$ cat src/rtl/lcd_pkg.sv
package lcd_pkg;
    localparam int SEG_W   = 7;
    localparam int NUM_DIG = 3;

    typedef logic [SEG_W-1:0] seg_t;

    typedef struct packed {
        logic minus;
        logic thou;
        seg_t hund;
        seg_t tens;
        seg_t ones;
    } pattern_t;

    localparam int PAT_W = $bits(pattern_t);
endpackage

$ cat src/rtl/lcd_bp_gen.sv
module lcd_bp_gen #(
    parameter int DIV = 800
) (
    input  logic clk,
    input  logic rst_n,
    output logic bp_o,
    output logic tgl_o
);
    localparam int HALF  = DIV / 2;
    localparam int CNT_W = $clog2(HALF > 1 ? HALF : 2);
    localparam logic [CNT_W-1:0] LAST = CNT_W'(HALF - 1);

    typedef struct packed {
        logic [CNT_W-1:0] cnt;
        logic             bp;
    } bp_state_t;

    bp_state_t st_d, st_q;

    always_comb begin
        st_d = st_q;
        if (st_q.cnt == LAST) begin
            st_d.cnt = '0;
            st_d.bp  = ~st_q.bp;
        end else begin
            st_d.cnt = st_q.cnt + 1'b1;
        end
    end

    always_ff @(posedge clk or negedge rst_n) begin
        if (!rst_n) st_q <= '0;
        else        st_q <= st_d;
    end

    assign bp_o  = st_q.bp;
    assign tgl_o = (st_q.cnt == LAST);

    // the backplane flips right after a strobe and holds otherwise
    p_flip_r1: assert property (@(posedge clk) disable iff (!rst_n)
        tgl_o |=> (bp_o != $past(bp_o)));
    p_hold_r1: assert property (@(posedge clk) disable iff (!rst_n)
        !tgl_o |=> $stable(bp_o));
endmodule

$ cat src/rtl/lcd_seg_dec.sv
module lcd_seg_dec
    import lcd_pkg::*;
(
    input  logic [3:0] bcd_i,
    output seg_t       seg_o
);
    always_comb begin
        unique case (bcd_i)
            4'd0:    seg_o = 7'h3F;
            4'd1:    seg_o = 7'h06;
            4'd2:    seg_o = 7'h5B;
            4'd3:    seg_o = 7'h4F;
            4'd4:    seg_o = 7'h66;
            4'd5:    seg_o = 7'h6D;
            4'd6:    seg_o = 7'h7D;
            4'd7:    seg_o = 7'h07;
            4'd8:    seg_o = 7'h7F;
            4'd9:    seg_o = 7'h6F;
            default: seg_o = '0;
        endcase
    end
endmodule

$ cat src/rtl/lcd_static_drv.sv
module lcd_static_drv
    import lcd_pkg::*;
#(
    parameter int DIV = 800
) (
    input  logic       clk,
    input  logic       rst_n,
    input  logic       test_i,
    input  logic       neg_i,
    input  logic       thou_i,
    input  logic [3:0] dig_hund_i,
    input  logic [3:0] dig_tens_i,
    input  logic [3:0] dig_ones_i,
    output logic       bp_o,
    output logic [6:0] seg_hund_o,
    output logic [6:0] seg_tens_o,
    output logic [6:0] seg_ones_o,
    output logic       seg_thou_o,
    output logic       seg_minus_o
);
    typedef struct packed {
        pattern_t pat;
        logic     test;
    } drv_state_t;

    logic       bp;
    logic       tgl;
    logic [3:0] bcd [NUM_DIG];
    seg_t       dec [NUM_DIG];
    pattern_t   drive;
    drv_state_t st_d, st_q;

    lcd_bp_gen #(.DIV(DIV)) u_bp (
        .clk   (clk),
        .rst_n (rst_n),
        .bp_o  (bp),
        .tgl_o (tgl)
    );

    assign bcd[0] = dig_ones_i;
    assign bcd[1] = dig_tens_i;
    assign bcd[2] = dig_hund_i;

    for (genvar i = 0; i < NUM_DIG; i++) begin : g_dec
        lcd_seg_dec u_dec (
            .bcd_i (bcd[i]),
            .seg_o (dec[i])
        );
    end

    always_comb begin
        st_d      = st_q;
        st_d.test = test_i;
        if (tgl) begin
            st_d.pat.minus = neg_i;
            st_d.pat.thou  = thou_i;
            st_d.pat.hund  = dec[2];
            st_d.pat.tens  = dec[1];
            st_d.pat.ones  = dec[0];
        end
    end

    always_ff @(posedge clk or negedge rst_n) begin
        if (!rst_n) st_q <= '0;
        else        st_q <= st_d;
    end

    assign drive       = st_q.test ? pattern_t'({PAT_W{1'b1}})
                                   : (st_q.pat ^ pattern_t'({PAT_W{bp}}));
    assign bp_o        = bp & ~st_q.test;
    assign seg_minus_o = drive.minus;
    assign seg_thou_o  = drive.thou;
    assign seg_hund_o  = drive.hund;
    assign seg_tens_o  = drive.tens;
    assign seg_ones_o  = drive.ones;

    // with no test activity and a steady backplane, segments stay put
    p_steady_r3: assert property (@(posedge clk) disable iff (!rst_n)
        (!st_q.test && !$past(st_q.test) && $stable(bp_o)) |->
        ($stable(seg_ones_o) && $stable(seg_tens_o) && $stable(seg_hund_o)
         && $stable(seg_thou_o) && $stable(seg_minus_o)));

    // an out-of-range units code captured at a flip leaves the digit dark
    p_blank_r5: assert property (@(posedge clk) disable iff (!rst_n)
        (tgl && !test_i && dig_ones_i > 4'd9) |=> (seg_ones_o == {7{bp_o}}));

    // a negative reading captured at a flip drives the sign in antiphase
    p_minus_r6: assert property (@(posedge clk) disable iff (!rst_n)
        (tgl && !test_i && neg_i) |=> (seg_minus_o != bp_o));

    // lamp test forces DC levels one edge later
    p_test_dc_r8: assert property (@(posedge clk) disable iff (!rst_n)
        test_i |=> (!bp_o && seg_minus_o && seg_thou_o && (&seg_hund_o)
                    && (&seg_tens_o) && (&seg_ones_o)));
endmodule

$ cat config.mk
export PLATFORM = sky130hd
export DESIGN_NAME = lcd_static_drv
export DESIGN_NICKNAME = d
export VERILOG_FILES = /design/src/rtl/lcd_pkg.sv /design/src/rtl/lcd_bp_gen.sv /design/src/rtl/lcd_seg_dec.sv /design/src/rtl/lcd_static_drv.sv
export SDC_FILE = /design/constraint.sdc
export NUM_CORES = 1
export LEC_CHECK = 0
export ABC_AREA = 1
export BUFFER_PORTS_ARGS = -buffer_cell sky130_fd_sc_hd__buf_2
export CORE_MARGIN = 2
export CORE_UTILIZATION = 32
export CTS_CLUSTER_DIAMETER = 40
export DETAILED_ROUTE_END_ITERATION = 7
export SLEW_MARGIN = 20
export SYNTH_ARGS = -nofsm -noshare
export SYNTH_HDL_FRONTEND = slang
export SYNTH_HIERARCHICAL = 1
export SYNTH_SLANG_ARGS = --single-unit
$ cat constraint.sdc
create_clock -name clk -period 2.3 [get_ports clk]
set_input_delay 0.46 -clock clk [delete_from_list [all_inputs] [get_ports clk]]
set_output_delay 0.46 -clock clk [all_outputs]
set_load 0.02 [all_outputs]
======== Yosys cells after proc, flatten, opt, wreduce, memory -nomap -nowiden ========
Memory sizes are Yosys's and may differ from the RTL's. A register that Yosys moved wholly into a read port is not among the register bits.
Cells that the tools add are included.
W data, S select, Z words.
operators by class
  multiply operators ...................... 0
  bitwise gates (word level) .............. 4
  mux-type cells .......................... 2
  shift-type cells ........................ 0
  order comparisons ....................... 0
  div/mod/pow operators ................... 0
  eq/ne operators ......................... 1
  reductions and logical operators ........ 3
  add/subtract/negate cells ............... 1
operator list
  kind                   count
  $mux W23               1
  $xor A23 B23 Y23       1
  $add A9 B1 Y9 const B  1
  $eq A9 B9 Y1 const B   1
  $mux W9                1
  $logic_not A1 Y1       3
  $not A1 Y1             2
  $and A1 B1 Y1          1
storage, ports and cells
  memories kept ........................... 3
  bits of input ports ..................... 17
  register bits after elaboration ......... 13
  bits in writable memories ............... 0
  memory bits (read-only) ................. 336
  bits in latches ......................... 0
memories
  name              depth  width  read ports  clocked after Yosys merged registers in  write ports  RTL line          text
  (name not given)  16     7      1           1                                        0            lcd_seg_dec.sv:8  unique case (bcd_i)
  (name not given)  16     7      1           1                                        0            lcd_seg_dec.sv:8
  (name not given)  16     7      1           1                                        0            lcd_seg_dec.sv:8

======== Logic depth before layout (Yosys ltp) ========
Gate-level depths: netlist (run 1).
  depth in word-level cells ............... 2
  depth in mapped cells ................... 9

======== Modules after synthesis ========
The synthesis (run 1) kept the hierarchy.
by module, submodules not included
  module          seq. area each (um2)  cells each  times used  area an instance (um2)
  lcd_static_drv  600.6                 176         1           1242.4
  lcd_seg_dec     0.0                   39          3           210.2
  lcd_bp_gen      250.2                 59          1           481.7

======== Worst setup path after synthesis (run 1) ========
Ideal clock, no wire load.
  kind .................................... register to register
  start ................................... register u_bp/st_q[1] in the netlist's numbering
  end ..................................... register st_q[10] (netlist name)
  required time ........................... 2173 ps
  buffers on the path ..................... 2
  stages on the path, launching flop included .. 9
  arrival time ............................ 1295 ps
  path slack .............................. 877 ps
  cells stage by stage .................... dfrtp_1 > ha_1 > nand2_2 > nor2_4 > nand2_2 > inv_2 > buf_2 > buf_2 > o21ai_0
RTL lines
  what                    RTL line          text
  start, declared         lcd_bp_gen.sv:18  bp_state_t st_d, st_q;
  start signal, assigned  lcd_bp_gen.sv:32  else st_q <= st_d;

======== Worst setup path after layout (run 1) ========
  start ................................... register u_bp.st_q (netlist bit u_bp/bp_o)
  end ..................................... output port seg_tens_o[4]
on the way
  cells in the longest elaborated chain, start to end .. 2
RTL lines
  what              RTL line              text
  $xor A23 B23 Y23  lcd_static_drv.sv:69  : (st_q.pat ^ pattern_t'({PAT_W{bp}}));
  $mux W23          lcd_static_drv.sv:68  assign drive = st_q.test ? pattern_t'({PAT_W{1'b1}})
  end, declared     lcd_static_drv.sv:16  output logic [6:0] seg_tens_o,
No other way between the ends.

==> flow_summary.ini, run 1 <==
[grt]
pin_count_of_the_biggest_net_entering_global_routing = 49
antenna_found_initial = 0
grt_overflow_total = 0
groute.usage.overall_pct = 14.44
grt_pass1_vias = 2089
global_route_wire_length_before_repair_um = 9535

[synth]
syn_nets = 388
avg_inst_size_synth_um2 = 6.690
synth-seq-cells = 34
yosysWarnings = 6
synthCells = 352
cell_area_synth_um2 = 2355
synth_cell_types = 19
sequential_to_total_area_share_from_yosys_stat_pct = 36.13

[job]
max_cap_violations = 0

[route]
wl_per_cell_um = 10.73
drtAntennaViolNets = 0
drt_pre_antenna_iters = 4
avgViaCountPerCell = 4.333
drt_iter0_markers = 99
route.vias.total = 2132
route.detailed.drc = 0
route.final.wire_length_um = 5281

[pwr]
ir_drop_v = 0.0002402
power.density_cell_area_nw_per_um2 = 457.6
leakage_nw = 1.609
fin_total_pwr_mw = 1.269

[die]
floorplan.io_pins = 41
initial_utilization_pct = 32.82
design.die.area_um2 = 8060
core_area_um2 = 7176
die_width_um = 89.78
std_cell_rows = 31
fp.dieH_um = 89.78

[cells_and_area]
drive_above_1_share_pct = 18.58
n_antenna_cell = 0
final_common_cell = sky130_fd_sc_hd__nand2_1
post_layout_nonfiller_instances = 492
layout.cells.most_common_list = 151 x sky130_fd_sc_hd__nand2_1, 43 x sky130_fd_sc_hd__inv_1, 40 x sky130_fd_sc_hd__buf_2
sequential_cell_area_um2 = 850.8
area_growth_pct = 17.75
num-nets-final = 428
multi_input_gate_area_um2 = 1250
number_of_filler_cells_placed_in_the_layout = 784

[sta]
timing.slew.headroom_pct = 48.37
top_achievable_clock_speed_mhz = 535.4
period_minus_slack_ps = 1868
clock-skew-final_ps = 5.296
timing_hold_violations_final = 0
totalNegativeSetupSlack_ps = 0
postLayoutSetupSlackWorst_ps = 432.2
unrepaired_setup_endpoints_after_global_routing = no
report.final.slew_viol_count = 0
min_period_over_period_pct = 81.21
worst_tran_pin_value_ps = 774.5
setup_viol = 0

[clock_tree]
holdBufCountCts = 0
tritoncts_buffer_count = 5
cts-resized-gates = 0
insertion_delay_ps = 290
cts_max_path_buffers = 2
cts_tree = done
cts-htree-levels = 2
clock_tree.root_cell = sky130_fd_sc_hd__clkbuf_8
sinks_on_clock_net = 34
postCtsSetupRepairBufs = 0
cts.clk_slew.worst_paths_ps = 70

[setup_path]
critical_path_required_ps = 1840
reg2reg_slack_ps = 800
timing.setup.critical_path_class = reg2out
crit_path_cell_trace = inv_2, nand2_1, nand3_1, buf_2
crit_arrival_ps = 1410
worstRegToRegCells = 7
timing.critical_path.fanout_max = 24
critical_path.reg2reg.endpoint = st_q[15]$_DFFE_PN0P_
crit_cells = 4
crit_family = buffers and inverters
cpMaxStageDelayCell = sky130_fd_sc_hd__dfrtp_1
timing.critical_path.from_type = register
end_kind = output pin
r2r-start = u_bp/st_q[1]$_DFF_PN0_
crit_buf_inv = 2
critical-path-max-stage-delay_ps = 390

[placement]
dp_worst_setup_slack_ps = 751.8
dpl.hpwl_um = 3868
placed_cell_count = 484
finalWeightedCongestion = 0.7790
place.port_buffers = 40

[run_status]
outcome = completed

[hold_path]
hold_path_class = in2async
==> power by group <==
part / switching [mW] / internal, mW
Sequential: 0.000419 / 0.599
Clock: 0.216 / 0.324
Combinational: 0.0874 / 0.0417
Total: 0.304 / 0.964
==> synth_stat cells <==
cell type | count | area (um2)
sky130_fd_sc_hd__a21oi_1 | 2 | 10.01
sky130_fd_sc_hd__buf_2 | 10 | 50.05
sky130_fd_sc_hd__clkbuf_2 | 1 | 5.000
sky130_fd_sc_hd__dfrtp_1 | 34 | 850.8
sky130_fd_sc_hd__ha_1 | 19 | 237.7
sky130_fd_sc_hd__inv_1 | 43 | 161.4
sky130_fd_sc_hd__inv_2 | 10 | 37.54
sky130_fd_sc_hd__nand2_1 | 151 | 566.8
sky130_fd_sc_hd__nand2_2 | 8 | 50.05
sky130_fd_sc_hd__nand3_1 | 27 | 135.1
sky130_fd_sc_hd__nand3_2 | 3 | 30.03
sky130_fd_sc_hd__nand3b_1 | 1 | 7.510
sky130_fd_sc_hd__nor2_1 | 14 | 52.55
sky130_fd_sc_hd__nor2_2 | 1 | 6.260
sky130_fd_sc_hd__nor2_4 | 1 | 11.26
sky130_fd_sc_hd__nor3_1 | 1 | 5.000
sky130_fd_sc_hd__o21ai_0 | 23 | 115.1
sky130_fd_sc_hd__o21ai_1 | 1 | 5.000
sky130_fd_sc_hd__xor2_1 | 2 | 17.52
==> routing by layer <==
metal  wire (um)  share of wire [%]  global-route usage (%)  vias to the layer above
met3         267                5.1                   3.269                        8
met5           0                  0                       0                        -
met1        2613                 49                   19.07                      941
li1            -                  -                       -                     1139
met4          74                1.4                   4.615                        0
met2        2326                 44                   23.61                       44
==> registers in the layout (all words and copies together), names as in the netlist <==
signal / cells
u_bp/bp_o: 1
u_bp/st_q: 9
st_q: 24
==> how the worst max path moves through the flow <==
| stage | start | to | slack [ps] |
|---|---|---|---|
| after floorplan | u_bp/st_q[1]$_DFF_PN0_ | st_q[10]$_DFFE_PN0P_ | 880 |
| after global placement | u_bp/bp_o$_DFFE_PN0N_ | seg_ones_o[6] | 750 |
| after detailed placement | u_bp/bp_o$_DFFE_PN0N_ | seg_ones_o[6] | 750 |
| after CTS | u_bp/bp_o$_DFFE_PN0N_ | seg_ones_o[6] | 430 |
| after global routing | u_bp/bp_o$_DFFE_PN0N_ | seg_ones_o[3] | 280 |
| final | u_bp/bp_o$_DFFE_PN0N_ | seg_tens_o[4] | 430 |
==> cell families after synthesis <==
| kind of cell | Yosys count | synth area share, % |
|---|---|---|
| buf+inv | 64 | 10.79 |
| flops | 34 | 36.13 |
| fa+ha+maj | 19 | 10.10 |
| xor+xnor | 2 | 0.7440 |
| compound gates | 26 | 5.526 |
| simple gates | 207 | 36.72 |
==> stage by stage <==
step | utilization, % | cell area (um2) | hold WS (ps)
after floorplan | - | 2355 | 164.4
after global placement | 37.16 | 2666 | 482.5
after detailed placement | 37.16 | 2666 | 489.3
after CTS | 38.64 | 2773 | 277.7
after global routing | 38.64 | 2773 | 285.8
final | 38.64 | 2773 | 248.7
==> final cells by class <==
type / count / share of cell area [%]
Clock buffer: 7 / 2.753
Clock inverter: 1 / 1.083
Inverter: 53 / 7.175
Multi-Input combinational cell: 254 / 45.08
Sequential cell: 34 / 30.69
Tap cell: 99 / 4.468
Timing Repair Buffer: 44 / 8.755
No activity file was read; power rests on OpenSTA's default activity.
==> inputs of run 2 (changes only) <==
==> constraint.sdc (replaced) <==
create_clock -name clk -period 1.6 [get_ports clk]
set_input_delay 0.32 -clock clk [delete_from_list [all_inputs] [get_ports clk]]
set_output_delay 0.32 -clock clk [all_outputs]
set_load 0.02 [all_outputs]
==> run 2 against run 1 <==
Clock skew rose by 2.8 ps. Sequential cell count did not move. Final area rose by 1.8%. Combinational power rose by 43%. Critical path depth did not move. Global-route usage fell by 0.87 points. Wire length fell by 4.0%.
==> flow_summary.ini, run 2 (synthesis results as in run 1) <==
[route]
route.detailed.drc = 0
drt_pre_antenna_iters = 4
drt_iter0_markers = 94
drtAntennaViolNets = 0
route.vias.total = 2142
route.final.wire_length_um = 5068
wl_per_cell_um = 10.28
avgViaCountPerCell = 4.345

[placement]
placed_cell_count = 485
dp_worst_setup_slack_ps = 140.8
place.port_buffers = 40
finalWeightedCongestion = 0.8402
dpl_cell_area_um2 = 2699
dpl.hpwl_um = 3642

[grt]
antenna_found_initial = 0
grt_pass1_vias = 2045
groute.usage.overall_pct = 13.57
global_route_wire_length_before_repair_um = 8970
grt_overflow_total = 0
pin_count_of_the_biggest_net_entering_global_routing = 35

[setup_path]
timing.setup.critical_path_class = reg2out
reg2reg_slack_ps = 180
crit_arrival_ps = 1250
critical_path.reg2reg.endpoint = st_q[14]$_DFFE_PN0P_
timing.critical_path.from_type = register
worstRegToRegCells = 8
critical_path_required_ps = 1280
timing.critical_path.fanout_max = 25
end_kind = output pin
r2r-start = u_bp/st_q[1]$_DFF_PN0_

[sta]
timing.slew.headroom_pct = 71.17
timing_hold_violations_final = 0
period_minus_slack_ps = 1566
clock-skew-final_ps = 8.126
report.final.slew_viol_count = 0
postLayoutSetupSlackWorst_ps = 34.36
unrepaired_setup_endpoints_after_global_routing = yes
top_achievable_clock_speed_mhz = 638.7
worst_tran_pin_value_ps = 432.4
min_period_over_period_pct = 97.85
setup_viol = 0

[die]
design.die.area_um2 = 8060
die_width_um = 89.78
std_cell_rows = 31
fp.dieH_um = 89.78
floorplan.io_pins = 41
initial_utilization_pct = 32.82
core_area_um2 = 7176

[cells_and_area]
layout.cells.most_common_list = 151 x sky130_fd_sc_hd__nand2_1, 43 x sky130_fd_sc_hd__inv_1, 38 x sky130_fd_sc_hd__buf_2
finish.instance_area_um2 = 2823
area_growth_pct = 19.87
post_layout_nonfiller_instances = 493
num-nets-final = 430
number_of_filler_cells_placed_in_the_layout = 775
n_antenna_cell = 0
drive_above_1_share_pct = 20.05
number_of_flip_flops_in_the_largest_register = 24
registers.top_by_ff_count = st_q
final_common_cell = sky130_fd_sc_hd__nand2_1

[pwr]
seqPwrFrac_pct = 52.3
comb_power_share_pct = 11.3
power.density_cell_area_nw_per_um2 = 583.3
total_switching_power_mw = 0.4312
ir_drop_v = 0.0002708
fin_total_pwr_mw = 1.647
power_switching_share_pct = 26.19
cell_internal_pwr_mw = 1.215
leakage_nw = 1.626
power_frac_clock_pct = 36.4

[clock_tree]
cts.clk_slew.worst_paths_ps = 70
insertion_delay_ps = 290
clock_tree.root_cell = sky130_fd_sc_hd__clkbuf_8
tritoncts_buffer_count = 5
cts-htree-levels = 2
cts_max_path_buffers = 2
sinks_on_clock_net = 34
cts_tree = done
holdBufCountCts = 0

[job]
max_cap_violations = 0

[run_status]
outcome = completed

[hold_path]
hold_path_class = in2async
==> run 2: power groups by stage <==
stage	Clock (mW)	Combinational (mW)	Sequential (mW)
final	0.600	0.185	0.861
after global routing	0.659	0.217	0.861
after CTS	0.629	0.188	0.861
after detailed placement	0	0.187	0.878
after global placement	0	0.186	0.877
after floorplan	0	0.110	0.878
==> run 2: critical path, cell delays in order (launching register included) <==
cell                      delay [ps]
sky130_fd_sc_hd__dfrtp_2         460
sky130_fd_sc_hd__buf_12          180
sky130_fd_sc_hd__nand2_1         100
sky130_fd_sc_hd__nand3_2          80
sky130_fd_sc_hd__buf_6           140
==> run 2: layer usage <==
metal / GRT usage [%] / routed length, um / vias to the layer above
li1: - / - / 1143
met1: 17.44 / 2487 / 954
met2: 22.16 / 2299 / 38
met3: 3.269 / 195 / 7
met4: 5.256 / 85 / 0
met5: 0 / 0 / -
==> run 2: area by class of cell <==
cell class / instances / area [um2] / area share [%]
clock inverter: 2 / 10.01 / 0.3546
tap: 99 / 123.9 / 4.388
multi-input combinational: 254 / 1257 / 44.55
inverter: 53 / 206.4 / 7.314
timing repair buffer: 46 / 304.0 / 10.77
sequential: 34 / 852.1 / 30.19
clock buffer: 5 / 68.82 / 2.438
==> run 2: worst max-delay path by stage <==
stage | start | endpoint | slack (ps) | depth (start not counted)
floorplan | u_bp/st_q[1]$_DFF_PN0_ | st_q[10]$_DFFE_PN0P_ | 180 | 8
global placement | u_bp/st_q[1]$_DFF_PN0_ | st_q[12]$_DFFE_PN0P_ | 160 | 8
detailed placement | u_bp/st_q[1]$_DFF_PN0_ | st_q[12]$_DFFE_PN0P_ | 140 | 8
CTS | u_bp/bp_o$_DFFE_PN0N_ | seg_hund_o[0] | 9 | 4
global route | u_bp/bp_o$_DFFE_PN0N_ | seg_ones_o[3] | -20 | 4
finish | u_bp/bp_o$_DFFE_PN0N_ | seg_ones_o[3] | 30 | 4
==> run 2: stage by stage <==
stage	util (%)	hold WS (ps)	TNS, ps
floorplan	-	24.41	0
global placement	37.61	380.7	0
detailed placement	37.61	378.1	0
CTS	38.97	62.59	0
global route	39.34	92.76	-133.3
finish	39.34	57.76	0
==> run 2: timing repair <==
item,in CTS,in global routing
endpoints found under the setup margin,23,29
gates resized for setup,6,6
buffers inserted,0,1
pin swaps,0,0
==> inputs of run 3 (changes only) <==
--- a/config.mk
+++ b/config.mk
@@ -14,5 +14,4 @@
 export SLEW_MARGIN = 20
 export SYNTH_ARGS = -nofsm -noshare
 export SYNTH_HDL_FRONTEND = slang
-export SYNTH_HIERARCHICAL = 1
 export SYNTH_SLANG_ARGS = --single-unit
==> run 3 against run 2 <==
Via count is 2.2% lower. Worst setup slack worse by 16 ps. Register-to-register slack hardly changed. Global-route usage is 0.59 points lower. Sequential cell count stayed put. Clock power is 21% higher. Final area is 0.27% higher. Non-clock buffer count is 2 higher. Critical path type unchanged. Largest cell class unchanged. Largest power group unchanged.
==> flow_summary.ini, run 3 <==
[clock_tree]
insertion_delay_ps = 270
sinks_on_clock_net = 34
holdBufCountCts = 0
cts.clk_slew.worst_paths_ps = 70
cts_max_path_buffers = 2
clock_tree.root_cell = sky130_fd_sc_hd__clkbuf_8
tritoncts_buffer_count = 5
cts-htree-levels = 2
cts_tree = done
postCtsSetupRepairBufs = 0

[setup_path]
crit_arrival_ps = 1260
end_kind = output pin
critical_path_required_ps = 1280
timing.setup.critical_path_class = reg2out
timing.critical_path.from_type = register
timing.critical_path.fanout_max = 12

[synth]
cell_area_synth_um2 = 2295
yosys.area.top_type_share_pct = 37.08
synth_edf_count = 0
postSynth.asyncResetShare_pct = 100.0
sequential_to_total_area_share_from_yosys_stat_pct = 37.08
synth_cell_types = 18
synth_largest_area_cell = sky130_fd_sc_hd__dfrtp_1
post_synth_main_area_contributors = sky130_fd_sc_hd__dfrtp_1 37%, sky130_fd_sc_hd__nand2_1 23%, sky130_fd_sc_hd__ha_1 10%, sky130_fd_sc_hd__a21oi_1 5.7%, sky130_fd_sc_hd__o21ai_0 5.5%
yosysWarnings = 0
synth-seq-cells = 34
synth_most_common_cell = sky130_fd_sc_hd__nand2_1
avg_inst_size_synth_um2 = 6.954
dominantRegCellSynth = sky130_fd_sc_hd__dfrtp_1
syn_nets = 366
top_post_synthesis_cells_by_count = 143 x sky130_fd_sc_hd__nand2_1, 34 x sky130_fd_sc_hd__dfrtp_1, 28 x sky130_fd_sc_hd__inv_1
synthCells = 330

[cells_and_area]
finish.instance_area_um2 = 2830
final_common_cell = sky130_fd_sc_hd__nand2_1
multi_input_gate_area_um2 = 1279
area_growth_pct = 23.34
layout.cells.most_common_list = 143 x sky130_fd_sc_hd__nand2_1, 34 x sky130_fd_sc_hd__dfrtp_1, 27 x sky130_fd_sc_hd__inv_1
utilization_pct = 41.20
n_antenna_cell = 0
number_of_filler_cells_placed_in_the_layout = 725
registers.top_by_ff_count = st_q
num-nets-final = 410
number_of_flip_flops_in_the_largest_register = 24
drive_above_1_share_pct = 16.80
sequential_cell_area_um2 = 850.8

[die]
core_area_um2 = 6869
initial_utilization_pct = 33.41
fp.dieH_um = 88.68
floorplan.io_pins = 41
die_width_um = 88.68
design.die.area_um2 = 7864
std_cell_rows = 30

[route]
drt_iter0_markers = 66
drt_pre_antenna_iters = 4
wl_per_cell_um = 10.43
route.detailed.drc = 0
route.final.wire_length_um = 4912
route.vias.total = 2094
drtAntennaViolNets = 0
avgViaCountPerCell = 4.446

[grt]
groute.usage.overall_pct = 12.99
antenna_found_initial = 0
grt_overflow_total = 0
grt_pass1_vias = 1821
pin_count_of_the_biggest_net_entering_global_routing = 35
global_route_wire_length_before_repair_um = 8086

[sta]
timing_hold_violations_final = 0
report.final.slew_viol_count = 0
clock-skew-final_ps = 3.078
top_achievable_clock_speed_mhz = 632.4
worst_tran_pin_value_ps = 428.8
unrepaired_setup_endpoints_after_global_routing = yes
setup_viol = 0
min_period_over_period_pct = 98.82
period_minus_slack_ps = 1581
timing.slew.headroom_pct = 71.41

[run_status]
outcome = completed

[job]
max_cap_violations = 0

[pwr]
power.density_cell_area_nw_per_um2 = 620.0
fin_total_pwr_mw = 1.755
leakage_nw = 1.444
ir_drop_v = 0.0002832

[placement]
place.port_buffers = 40
dpl.hpwl_um = 3544
dpl_cell_area_um2 = 2624
finalWeightedCongestion = 0.7886

[hold_path]
hold_path_class = in2async
==> run 3: path summary, 6_finish.rpt <==
kind	startpoint	end	slack (ps)	depth (start not counted)
worst max-delay path	u_bp.bp_o$_DFFE_PN0N_	seg_thou_o	20	5
worst min-delay path	rst_n	st_q[3]$_DFFE_PN0N_	70	2
worst max register to register	u_bp.st_q[1]$_DFF_PN0_	st_q[19]$_DFFE_PN0N_	170	6
worst min register to register	u_bp.st_q[1]$_DFF_PN0_	u_bp.st_q[1]$_DFF_PN0_	480	1
max in group asynchronous	rst_n	st_q[15]$_DFFE_PN0N_	1220	2
min in group clk	test_i	st_q[0]$_DFF_PN0_	160	1
==> run 3: layer usage <==
layer | wire length, um | up-vias | global-route usage (%)
li1 | - | 1123 | -
met1 | 2347 | 922 | 17.03
met2 | 2306 | 47 | 22.18
met3 | 217 | 2 | 2.239
met4 | 40 | 0 | 3.306
met5 | 0 | - | 0
==> run 3: critical path: stages, from the launching register on <==
cell,delay (ps)
sky130_fd_sc_hd__dfrtp_1,410
sky130_fd_sc_hd__inv_4,120
sky130_fd_sc_hd__buf_12,140
sky130_fd_sc_hd__a21oi_1,60
sky130_fd_sc_hd__o21ai_1,100
sky130_fd_sc_hd__buf_4,170
==> run 3: power by group <==
group          internal, mW  switching (mW)
clock network         0.435           0.291
logic                0.0560           0.112
registers             0.861        0.000553
total                  1.35           0.404
==> run 3: kinds of logic after synthesis <==
logic type	share of synthesized area [%]
XOR/XNOR	1.145
AND/OR/NAND/NOR	32.72
flip-flops	37.08
AO/OA/AOI/OAI	11.12
adder cells (fa/ha/maj)	10.36
buffers and inverters	7.579
==> run 3: area by class of cell <==
cell class	instances	share of cell area, %
Sequential cell	34	30.06
Tap cell	96	4.244
Inverter	28	3.802
Clock buffer	8	3.890
Timing Repair Buffer	48	12.82
Multi-Input combinational cell	257	45.18
==> run 3: what timing repair did <==
item                       CTS  global route
gates resized for setup      3            41
gates cloned                 0             1
setup endpoints to repair   23            24
==> run 3: per-stage QoR <==
step	setup WS (ps)	cells	setup TNS [ps]	hold slack, ps
global route	-59.60	471	-803.4	98.41
global placement	217.0	462	0	375.6
floorplan	90.73	330	0	24.41
finish	18.83	471	0	74.11
CTS	-9.200	470	-23.05	80.97
detailed placement	183.0	462	0	377.9
